[src/rtl/pkm_pkg.sv]
// Shared constants and constant functions for the peak level meter.
// Assumes full scale is a power of two no larger than 2^19 so that the
// fixed-point threshold arithmetic stays inside 64 bits.
package pkm_pkg;

    localparam int CODE_W     = 8;   // level code width, fixed by the code formats
    localparam int ATT_STEPS  = 60;  // number of 1 dB steps below full scale
    localparam int OVR_STEPS  = 3;   // number of 1 dB steps above full scale
    localparam int BAR_SEGS   = 7;   // segments of the thermometer below overflow
    localparam int ATT_W      = $clog2(ATT_STEPS + 1);
    localparam int OVR_W      = $clog2(OVR_STEPS + 1);
    localparam int SEG_W      = $clog2(BAR_SEGS + 1);
    localparam int FRAC_SH    = 12;  // guard bits of the threshold recursion

    // 10^(-1/20) and 10^(1/20) scaled by 2^30
    localparam longint STEP_DN = 64'd956973408;
    localparam longint STEP_UP = 64'd1204758142;

    // Magnitude threshold k dB below full scale (floor)
    function automatic longint thr_dn(input int k, input int fs_log2);
        longint v;
        v = longint'(1) << (fs_log2 + FRAC_SH);
        for (int i = 0; i < k; i++) begin
            v = (v * STEP_DN) >>> 30;
        end
        return v >>> FRAC_SH;
    endfunction

    // Magnitude threshold k dB above full scale (floor)
    function automatic longint thr_up(input int k, input int fs_log2);
        longint v;
        v = longint'(1) << (fs_log2 + FRAC_SH);
        for (int i = 0; i < k; i++) begin
            v = (v * STEP_UP) >>> 30;
        end
        return v >>> FRAC_SH;
    endfunction

    // Attenuation (dB) at which bar segment i switches off, strongest first
    function automatic int bar_bp(input int i);
        case (i)
            0:       return 3;
            1:       return 6;
            2:       return 10;
            3:       return 20;
            4:       return 30;
            5:       return 40;
            default: return 60;
        endcase
    endfunction

endpackage

[src/rtl/pkm_upd_sync.sv]
// Brings the asynchronous update pin into the clock domain and produces a
// one-cycle pulse on its falling edge. Assumes the pin idles high; the
// synchronizer resets to high so reset release never fakes an edge.
module pkm_upd_sync (
    input  logic clk,
    input  logic rst_n,
    input  logic upd_n_i,
    output logic upd_fall_o
);

    logic [2:0] sync_q;

    // Three-stage shift: two for metastability, one for edge history
    always_ff @(posedge clk) begin
        if (!rst_n) begin
            sync_q <= 3'b111;
        end else begin
            sync_q <= {sync_q[1:0], upd_n_i};
        end
    end

    // Falling edge: old value high, synchronized value low
    assign upd_fall_o = sync_q[2] & ~sync_q[1];

    p_fall_single_r9: assert property (@(posedge clk) disable iff (!rst_n)
        upd_fall_o |=> !upd_fall_o);

    p_fall_from_low_r9: assert property (@(posedge clk) disable iff (!rst_n)
        upd_fall_o |-> !$past(upd_n_i, 2));

endmodule

[src/rtl/pkm_peak_track.sv]
// One channel's peak tracker: absolute value with saturation, running
// maximum since the last update, and the held register read by the encoder.
// Assumes one valid sample per strobe; the update pulse is one cycle wide.
module pkm_peak_track #(
    parameter int SMP_W = 22,
    localparam int MAG_W = SMP_W - 1
) (
    input  logic             clk,
    input  logic             rst_n,
    input  logic [SMP_W-1:0] smp_i,
    input  logic             vld_i,
    input  logic             upd_fall_i,
    output logic [MAG_W-1:0] held_o
);

    logic [SMP_W-1:0] neg_w;
    logic [MAG_W-1:0] mag_w;
    logic [MAG_W-1:0] act_q;
    logic [MAG_W-1:0] held_q;

    // Absolute value; the most negative code saturates to all ones
    always_comb begin
        neg_w = ~smp_i + SMP_W'(1);
        if (!smp_i[SMP_W-1]) begin
            mag_w = smp_i[MAG_W-1:0];
        end else if (smp_i[MAG_W-1:0] == '0) begin
            mag_w = '1;
        end else begin
            mag_w = neg_w[MAG_W-1:0];
        end
    end

    // Running maximum and hand-over to the held register on update
    always_ff @(posedge clk) begin
        if (!rst_n) begin
            act_q  <= '0;
            held_q <= '0;
        end else if (upd_fall_i) begin
            held_q <= act_q;
            act_q  <= vld_i ? mag_w : '0;
        end else if (vld_i && (mag_w > act_q)) begin
            act_q  <= mag_w;
        end
    end

    assign held_o = held_q;

    p_act_grows_r1: assert property (@(posedge clk) disable iff (!rst_n)
        !upd_fall_i |=> act_q >= $past(act_q));

    p_hold_takes_act_r1: assert property (@(posedge clk) disable iff (!rst_n)
        upd_fall_i |=> held_q == $past(act_q));

    p_hold_quiet_r9: assert property (@(posedge clk) disable iff (!rst_n)
        !upd_fall_i |=> $stable(held_q));

endmodule

[src/rtl/pkm_level_enc.sv]
// Turns a held magnitude into an 8-bit level code, fine dB or thermometer.
// Uses a parallel bank of constant comparators, one per dB boundary, so the
// code is valid in the same cycle as the held magnitude. Assumes the
// thresholds are monotonic, which the constant recursion guarantees.
module pkm_level_enc #(
    parameter int MAG_W   = 21,
    parameter int FS_LOG2 = 19
) (
    input  logic                      clk,
    input  logic                      rst_n,
    input  logic [MAG_W-1:0]          mag_i,
    input  logic                      bar_mode_i,
    output logic [pkm_pkg::CODE_W-1:0] code_o,
    output logic                      over_o
);
    import pkm_pkg::*;

    localparam logic [63:0] FS_MAG = 64'(1) << FS_LOG2;

    logic [63:0]            mag64;
    logic [ATT_STEPS-1:0]   below_v;
    logic [OVR_STEPS-1:0]   above_v;
    logic [ATT_W-1:0]       att_cnt;
    logic [OVR_W-1:0]       ovr_cnt;
    logic [SEG_W-1:0]       seg_n;
    logic [CODE_W-1:0]      fine_code;
    logic [CODE_W-1:0]      bar_code;
    logic                   idle;

    assign mag64  = 64'(mag_i);
    assign over_o = mag64 > FS_MAG;

    // Comparators below full scale: bit k-1 set when under the -k dB threshold
    for (genvar k = 1; k <= ATT_STEPS; k++) begin : g_dn
        localparam logic [63:0] THR = 64'(thr_dn(k, FS_LOG2));
        assign below_v[k-1] = mag64 < THR;
    end

    // Comparators above full scale: bit k-1 set when at or over +k dB
    for (genvar k = 1; k <= OVR_STEPS; k++) begin : g_up
        localparam logic [63:0] THR = 64'(thr_up(k, FS_LOG2));
        assign above_v[k-1] = mag64 >= THR;
    end

    // Step counts from the thermometer-shaped comparator vectors
    always_comb begin
        att_cnt = ATT_W'($countones(below_v));
        ovr_cnt = OVR_W'($countones(above_v));
        idle    = below_v[ATT_STEPS-1];
    end

    // Number of lit bar segments from the attenuation count
    always_comb begin
        seg_n = '0;
        for (int i = 0; i < BAR_SEGS; i++) begin
            if (int'(att_cnt) < bar_bp(i)) begin
                seg_n = seg_n + SEG_W'(1);
            end
        end
    end

    // Assemble both code formats and select the active one
    always_comb begin
        if (over_o) begin
            fine_code = {2'b10, 6'(ovr_cnt)};
            bar_code  = '1;
        end else begin
            fine_code = {1'b0, idle, 6'(att_cnt)};
            bar_code  = CODE_W'((9'd1 << seg_n) - 9'd1);
        end
        code_o = bar_mode_i ? bar_code : fine_code;
    end

    p_fine_excl_r5: assert property (@(posedge clk) disable iff (!rst_n)
        !bar_mode_i |-> !(code_o[7] && code_o[6]));

    p_fine_over_span_r5: assert property (@(posedge clk) disable iff (!rst_n)
        (!bar_mode_i && code_o[7]) |-> code_o[5:0] <= 6'd3);

    p_fine_att_span_r3: assert property (@(posedge clk) disable iff (!rst_n)
        (!bar_mode_i && !code_o[7]) |-> code_o[5:0] <= 6'd60);

    p_idle_floor_r4: assert property (@(posedge clk) disable iff (!rst_n)
        (!bar_mode_i && code_o[6]) |-> code_o[5:0] == 6'd60);

    p_bar_shape_r6: assert property (@(posedge clk) disable iff (!rst_n)
        bar_mode_i |-> ((code_o & (code_o + 8'd1)) == 8'd0));

endmodule

[src/rtl/peak_level_meter.sv]
// Stereo peak level meter. Two trackers share one synchronized update pulse;
// each feeds its own encoder. The code format is captured during reset and
// the overflow line is multiplexed by the word clock.
// Assumes the word clock and sample strobes are already in the clk domain.
module peak_level_meter #(
    parameter int SMP_W   = 22,
    parameter int FS_LOG2 = 19
) (
    input  logic             clk,
    input  logic             rst_n,
    input  logic [SMP_W-1:0] smp_l_i,
    input  logic             smp_l_vld_i,
    input  logic [SMP_W-1:0] smp_r_i,
    input  logic             smp_r_vld_i,
    input  logic             pk_upd_n_i,
    input  logic             bar_sel_i,
    input  logic             word_lr_i,
    output logic [7:0]       code_l_o,
    output logic [7:0]       code_r_o,
    output logic             ovfl_o
);
    localparam int MAG_W = SMP_W - 1;
    localparam int N_CH  = 2;

    logic             upd_fall;
    logic             bar_mode_q;
    logic [SMP_W-1:0] smp_a  [N_CH];
    logic             vld_a  [N_CH];
    logic [MAG_W-1:0] held_a [N_CH];
    logic [7:0]       code_a [N_CH];
    logic             over_a [N_CH];

    // Format select is captured only while reset is held
    always_ff @(posedge clk) begin
        if (!rst_n) begin
            bar_mode_q <= bar_sel_i;
        end
    end

    pkm_upd_sync u_sync (
        .clk        (clk),
        .rst_n      (rst_n),
        .upd_n_i    (pk_upd_n_i),
        .upd_fall_o (upd_fall)
    );

    assign smp_a[0] = smp_l_i;
    assign smp_a[1] = smp_r_i;
    assign vld_a[0] = smp_l_vld_i;
    assign vld_a[1] = smp_r_vld_i;

    for (genvar ch = 0; ch < N_CH; ch++) begin : g_ch
        pkm_peak_track #(.SMP_W(SMP_W)) u_track (
            .clk        (clk),
            .rst_n      (rst_n),
            .smp_i      (smp_a[ch]),
            .vld_i      (vld_a[ch]),
            .upd_fall_i (upd_fall),
            .held_o     (held_a[ch])
        );
        pkm_level_enc #(.MAG_W(MAG_W), .FS_LOG2(FS_LOG2)) u_enc (
            .clk        (clk),
            .rst_n      (rst_n),
            .mag_i      (held_a[ch]),
            .bar_mode_i (bar_mode_q),
            .code_o     (code_a[ch]),
            .over_o     (over_a[ch])
        );
    end

    assign code_l_o = code_a[0];
    assign code_r_o = code_a[1];
    assign ovfl_o   = word_lr_i ? over_a[1] : over_a[0];

    p_mode_frozen_r7: assert property (@(posedge clk) disable iff (!rst_n)
        1'b1 |=> $stable(bar_mode_q));

    p_ovfl_left_r8: assert property (@(posedge clk) disable iff (!rst_n)
        (!word_lr_i && !bar_mode_q) |-> ovfl_o == code_l_o[7]);

    p_ovfl_right_r8: assert property (@(posedge clk) disable iff (!rst_n)
        (word_lr_i && !bar_mode_q) |-> ovfl_o == code_r_o[7]);

    p_ovfl_bar_r8: assert property (@(posedge clk) disable iff (!rst_n)
        (bar_mode_q && ovfl_o) |-> (word_lr_i ? code_r_o : code_l_o) == 8'hFF);

endmodule

[config.mk]
export PLATFORM = sky130hd
export DESIGN_NAME = peak_level_meter
export DESIGN_NICKNAME = d
export VERILOG_FILES = /design/src/rtl/pkm_pkg.sv /design/src/rtl/pkm_upd_sync.sv /design/src/rtl/pkm_peak_track.sv /design/src/rtl/pkm_level_enc.sv /design/src/rtl/peak_level_meter.sv
export SDC_FILE = /design/constraint.sdc
export NUM_CORES = 1
export LEC_CHECK = 0
export ABC_AREA = 1
export BUFFER_PORTS_ARGS = -buffer_cell sky130_fd_sc_hd__buf_2
export CAP_MARGIN = 30
export CORE_AREA = 3 3 195 197
export DETAILED_ROUTE_END_ITERATION = 12
export DIE_AREA = 0 0 198 200
export PLACE_DENSITY_LB_ADDON = 0.05
export SLEW_MARGIN = 15
export SYNTH_ARGS = -nofsm -noshare
export SYNTH_HDL_FRONTEND = slang
export SYNTH_SLANG_ARGS = --single-unit
[constraint.sdc]
create_clock -name clk -period 25 [get_ports clk]
set_input_delay 5 -clock clk [delete_from_list [all_inputs] [get_ports clk]]
set_output_delay 5 -clock clk [all_outputs]
set_load 0.03 [all_outputs]
==> Yosys cells after proc, flatten, opt, wreduce, memory -nomap -nowiden <==
Cells that the tools add are included.
{ "classes": {"addsub": 138, "n_mul": 0, "div": 0, "order_cmp": 144, "n_eq_ne": 0, "n_shift": 2, "mux": 31, "bitwise_logic": 4, "n_reduce_logical": 6} }
{ "ops": {"columns": ["op", "count"], "rows": [
  ["$add 6x6->6", 58],
  ["$lt 21x10->1 const B", 12],
  ["$lt 21x11->1 const B", 12],
  ["$lt 21x12->1 const B", 12],
  ["$lt 21x13->1 const B", 12],
  ["$lt 21x14->1 const B", 12],
  ["$lt 21x15->1 const B", 12],
  ["$lt 21x16->1 const B", 12],
  ["$lt 21x17->1 const B", 12],
  ["$lt 21x18->1 const B", 12],
  ["$lt 21x19->1 const B", 12],
  ["$mux 21", 10],
  ["$ge 21x20->1 const B", 6],
  ["$add 1x1->2", 62],
  ["$mux 8", 6],
  ["$add 21x1->21 const B", 2],
  ["$gt 21x20->1 const B", 2],
  ["$gt 21x21->1", 2],
  ["$logic_not 21->1", 2],
  ["$not 21->21", 2],
  ["$mux 3", 12],
  ["$add 3x1->3 const B", 10],
  ["$lt 6x5->1 const B", 4],
  ["$lt 6x6->1 const B", 4],
  ["12 further kinds", 23]
]} }
{ "word_totals": {"register_bits": 88, "latch_bits": 0, "ramBits": 0, "mem_bits_ro": 0, "wordCells": 331, "n_memories": 0} }

==> Longest topological paths before layout <==
Gate-level depths: netlist (run 1).
{ "depth": {"depth_word": 25, "depth_mapped": 67} }

==> Cells and area by module <==
A second synthesis (run 1) with hierarchy kept.
{ "unflattened": {"hier_cells": 2487, "area_unflattened_um2": 15240.9} }
{ "modules_own_cells": {"columns": ["module", "instances", "cells_each", "area_each_um2", "seq_area_each_um2"], "rows": [
  ["pkm_peak_track", 2, 515, 3188.1, 840.8],
  ["pkm_level_enc (g_ch[1].u_enc)", 1, 728, 4466.8, 0.0],
  ["pkm_level_enc (g_ch[0].u_enc)", 1, 712, 4259.1, 0.0],
  ["pkm_upd_sync", 1, 11, 90.1, 60.1],
  ["peak_level_meter", 1, 6, 48.8, 30.0]
]} }

==> Worst setup path before layout (run 1) <==
No wires, ideal clock.
{ "synth_timing": {"kind": "register to output", "start": "register g_ch[1].u_track.held_q[20]", "end": "output port code_r_o[1]", "t_arrival_ns": 10.278, "t_required_ns": 20.000, "slack_ns": 9.722, "path_stages_with_launch": 51, "path_buffers": 1, "cell_sequence": "dfxtp_1 -> nor2_1 -> inv_1 -> nor2_2 -> inv_1 -> nor2_2 -> inv_1 -> buf_2 -> nor2_1 -> inv_1 -> nor3_1 -> o31ai_1 -> ha_1 -> fa_1 -> inv_1 -> fa_1 -> fa_1 -> inv_1 -> (+15 left out) -> nand2_1 -> ha_1 -> nand2_1 -> nand2_1 -> ha_1 -> nand2_1 -> nand2_1 -> ha_1 -> nand2_1 -> nand2_1 -> ha_1 -> or2_2 -> nand2_1 -> nand3_1 -> ha_1 -> nand2_1 -> nor2_1 -> a31oi_1"} }
{ "synth_via": {"elab_chain_len": 25, "word_cells_on_any_way": 150, "cone_classes": "add/sub: 68; order compare: 71; shift: 1; mux: 10"} }
{ "synth_rtl": {"columns": ["item", "line_no", "rtl"], "rows": [
  ["from (decl)", "pkm_peak_track.sv:19", "logic [MAG_W-1:0] held_q;"],
  ["from (signal assigned)", "pkm_peak_track.sv:39", "held_q <= act_q;"],
  ["$lt 21x19->1 (tied with other cells)", "pkm_level_enc.sv:36", "assign below_v[k-1] = mag64 < THR;"],
  ["$add 1x1->2 (implied by the code)", "pkm_level_enc.sv:47", "att_cnt = ATT_W'($countones(below_v));"],
  ["$add 6x6->6 (implied by the code) (5 in a row)", "pkm_level_enc.sv:47", null],
  ["$lt 6x2->1", "pkm_level_enc.sv:56", "if (int'(att_cnt) < bar_bp(i)) begin"],
  ["$mux 1", "pkm_level_enc.sv:56", null],
  ["$add 1x1->2", "pkm_level_enc.sv:57", "seg_n = seg_n + SEG_W'(1);"],
  ["$mux 3", "pkm_level_enc.sv:56", null],
  ["$add 3x1->3", "pkm_level_enc.sv:57", null],
  ["(+5 left out)", null, null],
  ["$add 3x1->3", "pkm_level_enc.sv:57", null],
  ["$mux 3", "pkm_level_enc.sv:56", null],
  ["$add 3x1->3", "pkm_level_enc.sv:57", null],
  ["$mux 3", "pkm_level_enc.sv:56", null],
  ["$shl 1x3->8", "pkm_level_enc.sv:69", "bar_code = CODE_W'((9'd1 << seg_n) - 9'd1);"],
  ["$sub 8x1->8", "pkm_level_enc.sv:69", null],
  ["$mux 8", "pkm_level_enc.sv:64", "if (over_o) begin"],
  ["$mux 8 *", "pkm_level_enc.sv:71", "code_o = bar_mode_i ? bar_code : fine_code;"],
  ["to (decl)", "peak_level_meter.sv:19", "output logic [7:0] code_r_o,"]
]} }
Mark *: on every way between the ends. The rest lies on a longest branch, timed or not.

==> Worst setup path after layout (run 1) <==
{ "layout_timing": {"start": "register g_ch[0].u_track.held_q[14]", "end": "output port code_l_o[6]"} }
{ "layout_via": {"elab_chain_len": 25, "word_cells_on_any_way": 145, "cone_classes": "add/sub: 66; order compare: 68; shift: 1; mux: 10"} }
{ "layout_rtl": {"columns": ["item", "line_no", "rtl"], "rows": [
  ["from (decl)", "pkm_peak_track.sv:19", null],
  ["from (signal assigned)", "pkm_peak_track.sv:39", null],
  ["$lt 21x19->1 (tied with other cells)", "pkm_level_enc.sv:36", null],
  ["$add 1x1->2 (implied by the code)", "pkm_level_enc.sv:47", null],
  ["$add 6x6->6 (implied by the code) (5 in a row)", "pkm_level_enc.sv:47", null],
  ["$lt 6x2->1", "pkm_level_enc.sv:56", null],
  ["$mux 1", "pkm_level_enc.sv:56", null],
  ["$add 1x1->2", "pkm_level_enc.sv:57", null],
  ["$mux 3", "pkm_level_enc.sv:56", null],
  ["$add 3x1->3", "pkm_level_enc.sv:57", null],
  ["(+5 left out)", null, null],
  ["$add 3x1->3", "pkm_level_enc.sv:57", null],
  ["$mux 3", "pkm_level_enc.sv:56", null],
  ["$add 3x1->3", "pkm_level_enc.sv:57", null],
  ["$mux 3", "pkm_level_enc.sv:56", null],
  ["$shl 1x3->8", "pkm_level_enc.sv:69", null],
  ["$sub 8x1->8", "pkm_level_enc.sv:69", null],
  ["$mux 8", "pkm_level_enc.sv:64", null],
  ["$mux 8 *", "pkm_level_enc.sv:71", null],
  ["to (decl)", "peak_level_meter.sv:18", "output logic [7:0] code_l_o,"]
]} }
Marked as above.

==> out/metrics.yaml, run 1 <==
antenna_cells: 0
ant_nets: 0
num_rows: 70
arrival_ns: 12.40
cp.required_ns: 20.00
synth-seq-cells: 88
area_delta_synth_final_pct: 7.051
design_area_mm2: 0.01598
ys_seq_area_share_pct: 11.87
synth_warnings: 0
cts_sinks: 88
cts_setup_buffers: 0
finalCriticalPeriod_ns: 17.40
syn-num-nets: 2612
drtPass1Iterations: 6
cts_max_path_buffers: 2
io_buffers: 67
dpl.hpwl_um: 45830
multiInputGateArea_mm2: 0.01100
antenna_found_initial: 1
routedWlPerCell_um: 19.13
status: "complete, no violations"
tns_ns: 0
hp-class: "reg -> reg"
coreArea_mm2: 0.03643
fillCellCount: 3983
grt_max_degree: 80
syn-cell-area_mm2: 0.01492
clk_latency_ns: 0.35
yosysTopAreaCell: "fa_1"
fin_crit_sh_pct: 69.58
dieWidth_um: 198
die-area_mm2: 0.03960
avgSynthCellArea_um2: 6.457
path_clk_slew_ns: 0.07
synthArstFlopShare_pct: 0
setup_violations: 0
cp-end-kind: "output port"
overflow: 0
layout_commonest_cell: "inv_1"
start_util_pct: 40.96
synth-edff-count: 1
layout.nets: 2640
critPathTopFamily: "adder cells"
register_area_mm2: 0.001772
ys.flop_type: "dfxtp_1"
finalMaxSlewViolations: 0
root_buffer: "clkbuf_16"
grt_pass1_wl_um: 84790
io_pins: 68
worstSetupStartpointType: "flip-flop"
syn_inst: 2311
final_cell_mix: "inv_1, nand2_1, nor2_1, a21oi_1, nand3_1"
slowest_stage: "fa_1"
htree_num_levels: 3
routabilityCongestion: 1.045
worst_pin_slew_ns: 0.9148
cts_hold_buf: 0
rsz0062_at_grt: "no"
maxCapViolCount: 0
synth.top_cell.area_share_pct: 15.02
cts_made_buffers: 9
skew_ns: 0.007252
hold_viol_final: 0
viasPerCell: 5.524
die_h_um: 200
cts_tree: "built"
vias: 15533
worst_path_most_repeated_cell: "nand2_1"
worst_path_largest_cell_delay_ns: 0.59
worst-setup-path-type: "reg -> out"
cts_resized: 0
critPathMaxFanout: 12
track_usage_pct: 27.16
fmax_ghz: 0.05749
yosys.cell_types.count: 60
slew_headroom_pct: 38.37
postPlaceCellArea_mm2: 0.01568
drive_above_1_share_pct: 7.381
drc: 0
synth.area.top_cells: "fa_1, inv_1, dfxtp_1"
drt_iter0_drc: 1428
wl_um: 53790
critPathBufInv: 11
grt_pass1_vias: 14954
layer usage:
layer	track usage [%]	up-vias	part of all wire, %
met4	8.152	2	3.3
met3	3.541	129	7.7
met2	43.09	687	43
met5	0	-	0.024
met1	38.78	7134	46
li1	-	7581	-
registers in the layout, indices dropped and copies added, names as in the netlist:
register,cells
g_ch.u_track.held_o,42
g_ch.u_track.act_q,42
u_sync.sync_q,3
bar_mode_q,1
cell type report:
| type | count | area share (%) |
|---|---|---|
| multi-input combinational | 1657 | 68.88 |
| inverter | 512 | 12.03 |
| sequential | 88 | 11.09 |
| tap | 468 | 3.665 |
| timing repair buffer | 71 | 2.459 |
| clock buffer | 9 | 1.410 |
| clock inverter | 7 | 0.4621 |
synthesized netlist by cell type, types with 10 or more instances:
cell type and instances:
xor2_1 11, o21ai_0 153, nor3_1 38, clkbuf_1 48, nand2_2 13, inv_2 16, a211oi_1 16, dfxtp_1 87
inv_1 493, o21ai_1 10, nor2_1 274, fa_1 112, o31ai_1 45, a21oi_1 172, or2_2 23, nand2_1 313
nand4_1 26, ha_1 138, nand3_1 159, a31oi_1 37, o211ai_1 21, nand3_2 10
cell families (layout without fill, tap and decap cells):
group	after synthesis	in the layout	synth area share, %
compound gates	498	498	19.49
xor+xnor	18	18	1.107
fa+ha+maj	250	250	26.60
buf+inv	566	599	14.40
flops	88	88	11.87
simple gates	891	891	26.54
stage by stage:
step | instances | setup WS (ns) | utilization [%] | hold WS [ns]
final | 2812 | 7.604 | 43.85 | 0.4148
after global routing | 2812 | 6.796 | 43.85 | 0.4333
after CTS | 2812 | 7.822 | 43.85 | 0.4207
after detailed placement | 2796 | 8.214 | 43.03 | 0.4028
after global placement | 2794 | 8.251 | 42.91 | 0.3961
after floorplan | 2311 | 9.722 | - | 0.3917
worst register-to-register path, stage by stage (launching register included):
cell and delay [ns]:
dfxtp_1 0.33, inv_1 0.06, ha_1 0.30, a21oi_1 0.12
o21ai_0 0.09, nor2_1 0.16, o211ai_1 0.11, nand2_1 0.07
nand2_1 0.09, nand2_1 0.08, nand2_1 0.04, nand2_1 0.05
o211ai_1 0.10, nand2_1 0.07, nand2_1 0.32, buf_16 0.31
o31ai_1 0.23
worst paths after layout:
kind	startpoint	endpoint	slack (ns)	cells after the start
max	g_ch[0].u_track.held_o[14]	code_l_o[6]	7.60	57
min	u_sync.sync_q[0]	u_sync.sync_q[1]	0.41	1
max reg2reg	g_ch[0].u_track.act_q[4]	g_ch[0].u_track.act_q[6]	22.38	16
min reg2reg	u_sync.sync_q[0]	u_sync.sync_q[1]	0.41	1
Power of run 1 is not shown: default switching activity piles up to over one toggle a cycle in this logic, so the estimate is an artifact.
==> run 2, diff against run 1 <==
==> constraint.sdc (replaced) <==
create_clock -name clk -period 15.35 [get_ports clk]
set_input_delay 3.07 -clock clk [delete_from_list [all_inputs] [get_ports clk]]
set_output_delay 3.07 -clock clk [all_outputs]
set_load 0.03 [all_outputs]
==> out/metrics.yaml, run 2 (synthesis results as in run 1) <==
root_buffer: "clkbuf_16"
cts_sinks: 88
dpl.hpwl_um: 44680
worstSetupStartpointType: "flip-flop"
cp.required_ns: 12.28
drive_above_1_share_pct: 8.860
grt.busiest_layer: "met2"
die_h_um: 200
drtPass1Iterations: 7
ant_nets: 0
design_area_mm2: 0.01620
dieWidth_um: 198
slew_headroom_pct: 43.78
layout.nets: 2656
cts_made_buffers: 9
grt_pass1_vias: 14876
final_cell_mix: "inv_1, nand2_1, nor2_1, a21oi_1, nand3_1"
worst_path_largest_cell_delay_ns: 0.61
rsz0062_at_grt: "no"
vias: 15441
fin_crit_sh_pct: 95.53
finalMaxSlewViolations: 0
start_util_pct: 40.96
grt_use_met1_pct: 37.26
htree_num_levels: 3
track_usage_pct: 26.07
finalCriticalPeriod_ns: 14.66
cts_tree: "built"
layout_commonest_cell: "inv_1"
viasPerCell: 5.462
reg2reg_from: "g_ch[0].u_track.act_q[4]"
postPlaceCellArea_mm2: 0.01572
min-delay-start: "u_sync.sync_q[0]"
area_delta_synth_final_pct: 8.560
cts_max_path_buffers: 2
pre_cts_ws_ns: 0.6392
fmax_ghz: 0.06819
overflow: 0
critPathMaxFanout: 9
status: "complete, no violations"
slowest_stage: "dfxtp_1"
antenna_found_initial: 0
setup_violations: 0
worst_path_most_repeated_cell: "nand2_1"
num_rows: 70
hp-class: "reg -> reg"
skew_ns: 0.01115
grt_pass1_wl_um: 81940
routabilityCongestion: 1.056
grt_max_degree: 80
worst_slack_ns: 0.6860
io_buffers: 67
worst_pin_slew_ns: 0.8434
cts_hold_buf: 0
worst-setup-path-type: "reg -> out"
cp-end-kind: "output port"
path_clk_slew_ns: 0.07
antenna_cells: 0
tns_ns: 0
drt_iter0_drc: 1571
drc: 0
grt_use_met3_pct: 3.323
maxCapViolCount: 0
regToRegSetupSlack_ns: 12.71
routedWlPerCell_um: 18.47
hold_viol_final: 0
wl_um: 52230
io_pins: 68
fillCellCount: 3986
use_met2_pct: 40.64
clk_latency_ns: 0.34
critical_path.startpoint: "g_ch[1].u_track.held_o[12]"
die-area_mm2: 0.03960
coreArea_mm2: 0.03643
arrival_ns: 11.59
-- run 2: cell count changes in the layout (fill, tap and decap cells not counted), moves of 5 or more --
cell    delta
buf_4     +16
inv_1      -5
nor2_1    -14
nor2_2     +8
nor2_4     +6
-- run 2: worst paths after layout --
kind                                             endpoint  depth (start not counted)
worst max register to register  g_ch[0].u_track.act_q[12]                         17
worst max-delay path                          code_r_o[6]                         48
worst min register to register           u_sync.sync_q[1]                          1
worst min-delay path                     u_sync.sync_q[1]                          1
-- run 2: timing repair --
item                       CTS  global route
gates resized for setup      0            30
hold endpoints to repair     0             0
setup buffers                0            12
setup endpoints to repair    0            11
-- run 2: final cells by class --
cell class | instances | area (um^2) | area share, %
Tap cell | 468 | 585.6 | 3.614
Timing Repair Buffer | 87 | 525.5 | 3.244
Clock buffer | 11 | 242.7 | 1.498
Multi-Input combinational cell | 1657 | 11090 | 68.44
Inverter | 512 | 1932 | 11.92
Sequential cell | 88 | 1772 | 10.94
Clock inverter | 4 | 55.05 | 0.3398
-- run 2: critical path: cells and delay by family (launching register included) --
kind / cells / cell delay, ns
buf+inv: 8 / 0.97
flops: 1 / 0.61
compound gates: 2 / 0.67
fa+ha+maj: 15 / 6.09
simple gates: 23 / 2.92
-- run 2: per-layer routing --
layer | routed length, um | vias to the layer above
li1 | - | 7614
met1 | 24080 | 7017
met2 | 22410 | 686
met3 | 3871 | 124
met4 | 1864 | 0
met5 | 0 | -
-- run 2: metrics by stage --
step	utilization [%]	std cells	hold WS (ns)
after floorplan	-	2311	0.3917
after global placement	42.99	2798	0.3971
after detailed placement	43.14	2800	0.4012
after CTS	43.96	2815	0.4173
after global routing	44.46	2827	0.4367
final	44.46	2827	0.4143
Power of run 2 is left out for the same reason.
